File: config.mk
export PLATFORM = sky130hd
export DESIGN_NAME = burst_addr_gen
export DESIGN_NICKNAME = d
export VERILOG_FILES = /design/src/rtl/bag_pkg.sv /design/src/rtl/bag_plan.sv /design/src/rtl/bag_next.sv /design/src/rtl/bag_count.sv /design/src/rtl/burst_addr_gen.sv
export SDC_FILE = /design/constraint.sdc
export NUM_CORES = 1
export LEC_CHECK = 0
export ABC_AREA = 1
export ABC_CLOCK_PERIOD_IN_PS = 3800
export BUFFER_PORTS_ARGS = -buffer_cell sky130_fd_sc_hd__buf_2
export CAP_MARGIN = 40
export CORE_MARGIN = 2
export CORE_UTILIZATION = 50
export CTS_CLUSTER_SIZE = 14
export DETAILED_ROUTE_END_ITERATION = 16
export PLACE_DENSITY = 0.67
export SYNTH_ARGS = -nofsm -noshare
export SYNTH_HDL_FRONTEND = slang
export SYNTH_SLANG_ARGS = --single-unit
File: constraint.sdc
create_clock -name clk -period 3.8 [get_ports clk]
set_input_delay 0.57 -clock clk [delete_from_list [all_inputs] [get_ports clk]]
set_output_delay 0.57 -clock clk [all_outputs]
set_load 0.01 [all_outputs]
File: src/rtl/bag_pkg.sv
package bag_pkg;
  typedef enum logic [1:0] {
    BK_FIXED = 2'd0,
    BK_INCR  = 2'd1,
    BK_WRAP  = 2'd2,
    BK_RSVD  = 2'd3
  } burst_kind_e;
endpackage

File: src/rtl/bag_plan.sv
module bag_plan
  import bag_pkg::*;
#(
  parameter int ADDR_W = 32,
  parameter int LEN_W  = 8,
  parameter int SIZE_W = 3
) (
  input  logic [ADDR_W-1:0] start_addr,
  input  logic [LEN_W-1:0]  beat_cnt,
  input  logic [SIZE_W-1:0] size,
  input  burst_kind_e       kind,
  output logic [ADDR_W-1:0] first_addr,
  output logic [ADDR_W-1:0] win_lo,
  output logic [ADDR_W-1:0] win_hi,
  output logic              crosses
);
  localparam int XFER_W = LEN_W + (1 << SIZE_W);

  logic [XFER_W-1:0] beats;
  logic [XFER_W-1:0] total;
  logic [ADDR_W-1:0] total_a;
  logic [ADDR_W-1:0] beat_mask;
  logic [12:0]       page_left;

  always_comb begin
    beats      = XFER_W'(beat_cnt) + XFER_W'(1);
    total      = beats << size;
    total_a    = ADDR_W'(total);
    beat_mask  = ~((ADDR_W'(1) << size) - ADDR_W'(1));
    first_addr = start_addr & beat_mask;
    win_lo     = start_addr & ~(total_a - ADDR_W'(1));
    win_hi     = win_lo + total_a;
    page_left  = 13'h1000 - {1'b0, first_addr[11:0]};
    crosses    = ((kind == BK_INCR) || (kind == BK_RSVD)) &&
                 (32'(page_left) < 32'(total));
  end
endmodule

File: src/rtl/bag_next.sv
module bag_next
  import bag_pkg::*;
#(
  parameter int ADDR_W = 32,
  parameter int SIZE_W = 3
) (
  input  logic [ADDR_W-1:0] cur_addr,
  input  logic [SIZE_W-1:0] size,
  input  burst_kind_e       kind,
  input  logic [ADDR_W-1:0] win_lo,
  input  logic [ADDR_W-1:0] win_hi,
  output logic [ADDR_W-1:0] nxt_addr
);
  logic [ADDR_W-1:0] bumped;

  always_comb begin
    bumped = cur_addr + (ADDR_W'(1) << size);
    unique case (kind)
      BK_FIXED: nxt_addr = cur_addr;
      BK_WRAP:  nxt_addr = (bumped == win_hi) ? win_lo : bumped;
      default:  nxt_addr = bumped;
    endcase
  end
endmodule

File: src/rtl/bag_count.sv
module bag_count #(
  parameter int LEN_W = 8
) (
  input  logic             clk,
  input  logic             rst_n,
  input  logic             load,
  input  logic             step,
  input  logic [LEN_W-1:0] beat_cnt,
  output logic             active,
  output logic             last,
  output logic             advance
);
  logic [LEN_W-1:0] idx_q;
  logic [LEN_W-1:0] end_q;

  assign last    = active && (idx_q == end_q);
  assign advance = active && step && !load && !last;

  always_ff @(posedge clk or negedge rst_n) begin
    if (!rst_n) begin
      idx_q  <= '0;
      end_q  <= '0;
      active <= 1'b0;
    end else if (load) begin
      idx_q  <= '0;
      end_q  <= beat_cnt;
      active <= 1'b1;
    end else if (active && step) begin
      if (last) active <= 1'b0;
      else      idx_q  <= idx_q + LEN_W'(1);
    end
  end
endmodule

File: src/rtl/burst_addr_gen.sv
module burst_addr_gen
  import bag_pkg::*;
#(
  parameter int ADDR_W    = 32,
  parameter int LEN_W     = 8,
  parameter int SIZE_W    = 3,
  parameter int BUS_BYTES = 8
) (
  input  logic              clk,
  input  logic              rst_n,
  input  logic              load,
  input  logic [ADDR_W-1:0] start_addr,
  input  logic [LEN_W-1:0]  beat_cnt,
  input  logic [SIZE_W-1:0] size,
  input  logic [1:0]        kind,
  input  logic              step,
  output logic [ADDR_W-1:0] beat_addr,
  output logic [ADDR_W-1:0] word_addr,
  output logic              active,
  output logic              last,
  output logic              page_cross
);
  localparam int WORD_LSB = $clog2(BUS_BYTES);

  burst_kind_e       kind_in;
  burst_kind_e       kind_q;
  logic [SIZE_W-1:0] size_q;
  logic [ADDR_W-1:0] lo_q, hi_q;
  logic [ADDR_W-1:0] first_a, lo_a, hi_a, nxt_a;
  logic              cross_a;
  logic              advance;

  assign kind_in = burst_kind_e'(kind);

  bag_plan #(.ADDR_W(ADDR_W), .LEN_W(LEN_W), .SIZE_W(SIZE_W)) plan_i (
    .start_addr (start_addr),
    .beat_cnt   (beat_cnt),
    .size       (size),
    .kind       (kind_in),
    .first_addr (first_a),
    .win_lo     (lo_a),
    .win_hi     (hi_a),
    .crosses    (cross_a)
  );

  bag_next #(.ADDR_W(ADDR_W), .SIZE_W(SIZE_W)) next_i (
    .cur_addr (beat_addr),
    .size     (size_q),
    .kind     (kind_q),
    .win_lo   (lo_q),
    .win_hi   (hi_q),
    .nxt_addr (nxt_a)
  );

  bag_count #(.LEN_W(LEN_W)) count_i (
    .clk      (clk),
    .rst_n    (rst_n),
    .load     (load),
    .step     (step),
    .beat_cnt (beat_cnt),
    .active   (active),
    .last     (last),
    .advance  (advance)
  );

  always_ff @(posedge clk or negedge rst_n) begin
    if (!rst_n) begin
      beat_addr  <= '0;
      lo_q       <= '0;
      hi_q       <= '0;
      size_q     <= '0;
      kind_q     <= BK_FIXED;
      page_cross <= 1'b0;
    end else if (load) begin
      beat_addr  <= first_a;
      lo_q       <= lo_a;
      hi_q       <= hi_a;
      size_q     <= size;
      kind_q     <= kind_in;
      page_cross <= cross_a;
    end else if (advance) begin
      beat_addr  <= nxt_a;
    end
  end

  assign word_addr = {beat_addr[ADDR_W-1:WORD_LSB], WORD_LSB'(0)};
endmodule

==> qor.yml, run 1 <==
layout:
  mostFrequentLayoutCells: "500 x nand2_1, 218 x inv_1, 179 x nand3_1, 117 x dfrtp_1, 111 x nor2_1"
  diodes: 0
  area_delta_synth_final_pct: 19.3
  nNetsFinal: 1940
  final_common_cell: "nand2_1"
  final_util_pct: 61.3
  drive_gt1_share_pct: 21.0
placement:
  port_buffers: 112
  dp_hpwl_um: 27000
  dp_slack_ns: -0.231
  gp_congestion: 0.918
timing:
  period_needed_ns: 3.56
  rsz0062_at_grt: "true"
  worst_slew_pin_slew_ns: 0.879
  setup-tns-final_ns: 0
  hold_viol: 0
  setup_ws_ns: 0.244
  post-route-period-util_pct: 93.6
  fmax_mhz: 281
  relSlewSlack_pct: 41.4
  whs_ns: 0.196
  finalSetupViolCount: 0
  slew_viol_final: 0
  skew_ns: 0.0117
logic_synthesis:
  synth.top_cell.area_share_pct: 27.4
  ys_types: 51
  yosys.area.top_type: "dfrtp_1"
  ys_seq_area_share_pct: 27.4
  synthTopCellsByArea: "dfrtp_1 27%, nand2_1 17%, nand3_1 8.3%"
  ys_ff_latch: 119
  synth_cells: 1703
  synth_warnings: 0
  synth_area_sq_mm: 0.0109
  synth.avg_cell_area_sq_um: 6.39
route:
  routed-wl-met2_um: 14500
  routed.top_layer: "met5"
  via_per_inst: 5.37
  drt_iter0_markers: 1160
  wire_per_inst_um: 16.2
  wl_met1_um: 16700
  dr.pass1.iters: 7
  ant_nets: 0
  wl_um: 34700
  vias: 11500
  route.detailed.drc: 0
  routed-wl-met3_um: 3070
clock_network:
  clk_pin_slew_ns: 0.06
  insertion_delay_ns: 0.42
  h-tree-depth: 4
  clock_path_buffers: 2
  cts_buffers: 17
  ctsRootBufferMaster: "clkbuf_16"
  holdBufCountCts: 0
  cts_tree: "built"
  cts_sinks: 119
critical_path:
  r2r_start: "size_q[0]"
  slowest_delay_ns: 0.31
  critPathKind: "input port to register"
  cp-end-kind: "register"
  r2r-end: "beat_addr[17]"
  rr_worst_depth: 23
  worstPathRequired_ns: 4.11
  critPathArrivalTime_ns: 3.87
  reg2reg_slack_ns: 0.25
  critPathLaunchType: "input port"
  critPathMaxFanout: 7
  slowest_stage: "ha_1"
pwr:
  power.switching_uw: 1920
  p_comb_share_pct: 34.4
  power_uw: 5120
  ir_worst_vdd_mv: 0.281
  pwr-share-clk_pct: 33.9
  p_sw_share_pct: 37.5
  p_leak_uw: 0.00695
  p_seq_share_pct: 31.7
  p_int_uw: 3200
  power.density_mw_per_mm2: 394
global_route:
  grt_max_degree: 90
  antenna_found_initial: 1
  grt_pass1_vias: 10500
  grt_pass1_wl_um: 55100
  grt-ovfl-total: 0
  grt_usage_pct: 31.0
die:
  fp.dieH_um: 151
  fp.dieW_um: 151
  dieArea_sq_mm: 0.0229
  rows: 53
  core-area_sq_mm: 0.0212
  ios: 116
  initial_core_util_pct: 51.4
flow_run:
  cap_viol_max_count: 0
status:
  outcome: "finished, final reports clean"
min_path:
  holdCritPathClass: "input port to asynchronous set/reset pin"
## stage by stage
stage / cell area [sq um] / cells
after floorplan: 10900 / 1705
after global routing: 13000 / 2145
final: 13000 / 2145
after detailed placement: 12100 / 2110
after CTS: 12800 / 2141
after global placement: 12100 / 2110
## worst max-delay path by stage
stage                startpoint             to  slack (ns)  cells after the start
global placement    beat_cnt[0]       hi_q[31]       -0.09                     29
finish              beat_cnt[0]       hi_q[20]        0.24                     28
CTS                   size_q[0]  beat_addr[17]        0.11                     22
detailed placement  beat_cnt[0]       hi_q[31]       -0.23                     29
global route        beat_cnt[0]       hi_q[20]       -0.07                     28
floorplan           beat_cnt[0]       hi_q[20]        0.05                     27
## synth_stat cells, drive strengths merged
library cell,number
nand2,534
inv,234
nand3,201
nor2,144
dfrtp,119
o21ai,85
a21oi,65
buf,59
xor2,58
nor3,36
ha,32
nand4,30
clkbuf,25
a31oi,15
nand3b,13
xnor2,12
nor4,8
o22ai,6
o21a,5
or2,5
o211ai,4
clkinv,2
nor3b,2
a211oi,1
a221oi,1
a311oi,1
and2,1
and3,1
conb,1
fa,1
o2111ai,1
o21bai,1
## state kept, by name, indices dropped and copies added (netlist names)
signal	cells
beat_addr	32
hi_q	32
lo_q	32
count_i.end_q	8
count_i.idx_q	8
size_q	3
kind_q	2
count_i.active	1
page_cross	1
## kinds of logic after synthesis
family          Yosys count  synth area share [%]
buf+inv                 320                  12.6
compound gates          185                  9.30
flops                   119                  27.4
other cells               1                0.0345
simple gates            975                  41.1
xor+xnor                 70                  5.71
fa+ha+maj                33                  3.87
## power by group through the flow
stage	logic [uW]	registers, uW	clock network (uW)
floorplan	1130	1610	0
global placement	1670	1620	0
detailed placement	1690	1630	0
CTS	1710	1610	1750
global route	1970	1650	1810
finish	1760	1620	1730
## worst max-delay path, delay by kind of cell
family	cells	cell delay (ns)
adder cells (fa/ha/maj)	3	0.71
AND/OR/NAND/NOR	18	1.85
AO/OA/AOI/OAI	3	0.44
buffers and inverters	4	0.27
## per-layer routing
metal,vias to the layer above,GRT usage [%]
li1,5732,-
met1,5279,48.9
met2,478,44.4
met3,37,4.73
met4,2,6.17
met5,-,0
## what timing repair did
action | CTS | global route
setup buffers | 0 | 4
resized for setup | 0 | 43
endpoints found under the setup margin | 0 | 50
## cell type report
class | count | area (sq um)
inverter | 236 | 887
timing repair buffer | 218 | 1420
clock inverter | 14 | 200
multi-input combinational | 1266 | 6720
tap | 275 | 344
clock buffer | 17 | 425
fill | 2082 | 8180
sequential | 119 | 2980
(Power assumes the default switching activity.)
==> run 2: changes to the inputs <==
==> constraint.sdc (replaced) <==
create_clock -name clk -period 3.8 [get_ports clk]
set_input_delay 0.38 -clock clk [delete_from_list [all_inputs] [get_ports clk]]
set_output_delay 0.38 -clock clk [all_outputs]
set_load 0.01 [all_outputs]
==> run 2 against run 1 <==
Compared with the run above:
- clock power about the same
- critical path depth decreased by 6
- wire length decreased by 2.0%
- maximum frequency increased by 0.97%
- non-clock buffer count decreased by 55
- largest cell class unchanged
- via count decreased by 2.3%
- highest routed layer is now met4
- combinational power decreased by 5%
- sequential power about the same
- utilization decreased by 2.4 points
- sequential share of layout area increased by 0.90 points
- largest power group is now clock
- setup slack improved by 0.034 ns
- clock skew increased by 0.0051 ns
==> qor.yml, run 2 (same netlist as run 1, synthesis figures left out) <==
layout:
  mostFrequentLayoutCells: "504 x nand2_1, 220 x inv_1, 181 x nand3_1, 119 x dfrtp_1, 114 x nor2_1"
  nNetsFinal: 1885  # -2.8%
  final_common_cell: "nand2_1"
  drive_gt1_share_pct: 17.1  # -3.9 points
  top_regs: "beat_addr x32, hi_q x32, lo_q x32"
  diodes: 0  # unchanged
  area_delta_synth_final_pct: 14.7
  final_util_pct: 59.0  # -2.4 points
min_path:
  hold_path_end: "kind_q[1]"
  min_from: "kind[1]"
  whs_path_depth: 3
  holdCritPathClass: "input port to register"
placement:
  dp_hpwl_um: 26600  # -1.3%
  port_buffers: 112  # unchanged
  dp_slack_ns: -0.0731  # +0.157 ns
  gp_congestion: 0.936  # +2.0%
timing:
  setup_ws_ns: 0.278  # +0.0343 ns
  hold_viol: 0  # unchanged
  post-route-period-util_pct: 92.7  # -0.90 points
  worst_slew_pin_slew_ns: 0.750  # -0.129 ns
  slew_viol_final: 0  # unchanged
  relSlewSlack_pct: 50.0  # +8.6 points
  whs_ns: 0.205  # +0.00862 ns
  skew_ns: 0.0168  # +0.00511 ns
  period_needed_ns: 3.52  # -0.0343 ns
  finalSetupViolCount: 0  # unchanged
  fmax_mhz: 284  # +0.97%
critical_path:
  r2r_start: "size_q[1]"
  cpMostUsedCell: "nand2_1"
  cp_num_buf_inv: 1  # -3
  critPathArrivalTime_ns: 3.84  # -0.03 ns
  crit_family: "simple AND/OR/NAND/NOR gates"
  reg2reg_slack_ns: 0.28  # +0.03 ns
  rr_worst_depth: 22  # -4.3%
  critPathKind: "register to register"
  critPathLaunchType: "register"
  critPathMaxFanout: 15  # +8
  slowest_stage: "dfrtp_1"
  cp_cell_sequence: "nor3_1 > ha_1 > fa_1 > nand2_1 > nand2_1 > nand2_1 > nand2_1 > nand2_1 > a21oi_2 > nand2_1 > nor2_1 > nand2_1 > xor2_1 > xor2_1 > nand4_1 > nor2_4 > buf_4 > nand3b_1 > nand2_1 > nand2_1 > nand2_1 > nand2_1"
  cp-end-kind: "register"
  worstPathRequired_ns: 4.11  # about the same
  slowest_delay_ns: 0.43  # +0.12 ns
  r2r-end: "beat_addr[19]"
clock_network:
  cts_buffers: 17  # unchanged
  cts_tree: "built"
  clk_pin_slew_ns: 0.06  # about the same
  ctsRootBufferMaster: "clkbuf_16"
  clock_path_buffers: 2  # unchanged
  h-tree-depth: 4  # unchanged
  cts_sinks: 119  # unchanged
  insertion_delay_ns: 0.43  # about the same
pwr:
  power.density_mw_per_mm2: 402  # +1.9%
  ir_worst_vdd_mv: 0.350  # +25%
  p_leak_uw: 0.00668  # -3.9%
global_route:
  grt_usage_pct: 30.6  # -0.37 points
  antenna_found_initial: 0  # -1
  grt_pass1_wl_um: 54400  # -1.3%
  grt-ovfl-total: 0  # unchanged
  grt_max_degree: 84  # -6.7%
  grt_pass1_vias: 10100  # -3.6%
flow_run:
  cap_viol_max_count: 0  # unchanged
die:
  dieArea_sq_mm: 0.0229  # unchanged
  initial_core_util_pct: 51.4  # unchanged
  ios: 116  # unchanged
  core-area_sq_mm: 0.0212  # unchanged
  fp.dieW_um: 151  # unchanged
  rows: 53  # unchanged
  fp.dieH_um: 151  # unchanged
route:
  via_per_inst: 5.39  # +0.24%
  wire_per_inst_um: 16.3  # +0.58%
  vias: 11300  # -2.3%
  drt_iter0_markers: 1084  # -6.6%
  ant_nets: 0  # unchanged
  wl_um: 34000  # -2.0%
  route.detailed.drc: 0  # unchanged
  dr.pass1.iters: 7  # unchanged
status:
  outcome: "finished, final reports clean"
-- run 2: cell types whose count changed in the layout (fill, tap and decap cells not counted), sizes merged --
| cell | previous run | this run |
|---|---|---|
| dlygate4sd3 | 0 | 1 |
| inv | 236 | 241 |
| buf | 218 | 162 |
| bufinv | 4 | 3 |
| clkinvlp | 3 | 2 |
| clkinv | 7 | 4 |
| clkbuf | 17 | 18 |
-- run 2: report_power, final --
group          switching, uW  total [uW]  internal [uW]
combinational           1070        1670            599
sequential               184        1620           1430
clock                    661        1730           1070
-- run 2: area by class of cell --
class	instances	area [sq um]
Multi-Input combinational cell	1266	6610
Clock inverter	14	186
Inverter	236	887
Fill cell	2062	8680
Clock buffer	18	439
Timing Repair Buffer	163	1030
Tap cell	275	344
Sequential cell	119	2980
-- run 2: what timing repair did --
action                                  CTS  global route
buffers inserted                          0             1
resized for setup                         0            15
endpoints found under the setup margin    0            38
endpoints found under the hold margin    24             0
hold buffers                              1             0
-- run 2: worst register-to-register path, stage by stage, from the launching register on --
cell and delay, ns:
dfrtp_1 0.43, nor3_1 0.22, ha_1 0.21, fa_1 0.22, nand2_1 0.06, nand2_1 0.06, nand2_1 0.06, nand2_1 0.08
nand2_1 0.10, a21oi_2 0.19, nand2_1 0.13, nor2_1 0.17, nand2_1 0.09, xor2_1 0.22, xor2_1 0.20, nand4_1 0.17
nor2_4 0.18, buf_4 0.21, nand3b_1 0.09, nand2_1 0.07, nand2_1 0.05, nand2_1 0.13, nand2_1 0.06
-- run 2: stage by stage --
step | TNS [ns] | cell area [sq um] | total power (uW) | std cells
2_1_floorplan | 0 | 10900 | 2750 | 1705
3_3_place_gp | -0.00911 | 11700 | 3230 | 2055
3_5_place_dp | -0.252 | 11800 | 3250 | 2057
4_1_cts | 0 | 12400 | 5000 | 2090
5_1_grt | -0.0131 | 12500 | 5310 | 2091
6_report | 0 | 12500 | 5010 | 2091
-- run 2: metal layers --
metal  GRT usage, %  wire length, um  vias to the layer above
li1               -                -                     5634
met1           49.0            17000                     5145
met2           42.6            13800                      453
met3           5.12             2810                       33
met4           6.36              465                        0
met5              0                0                        -
-- run 2: worst max-delay path by stage --
| stage | to | slack [ns] | cells after the start | from |
|---|---|---|---|---|
| after detailed placement | hi_q[20] | -0.07 | 28 | beat_cnt[0] |
| final | beat_addr[19] | 0.28 | 22 | size_q[1] |
| after global placement | hi_q[18] | -0.005 | 25 | beat_cnt[0] |
| after global routing | hi_q[20] | -0.01 | 28 | beat_cnt[0] |
| after CTS | beat_addr[5] | 0.19 | 22 | size_q[0] |
| after floorplan | hi_q[20] | 0.24 | 27 | beat_cnt[0] |
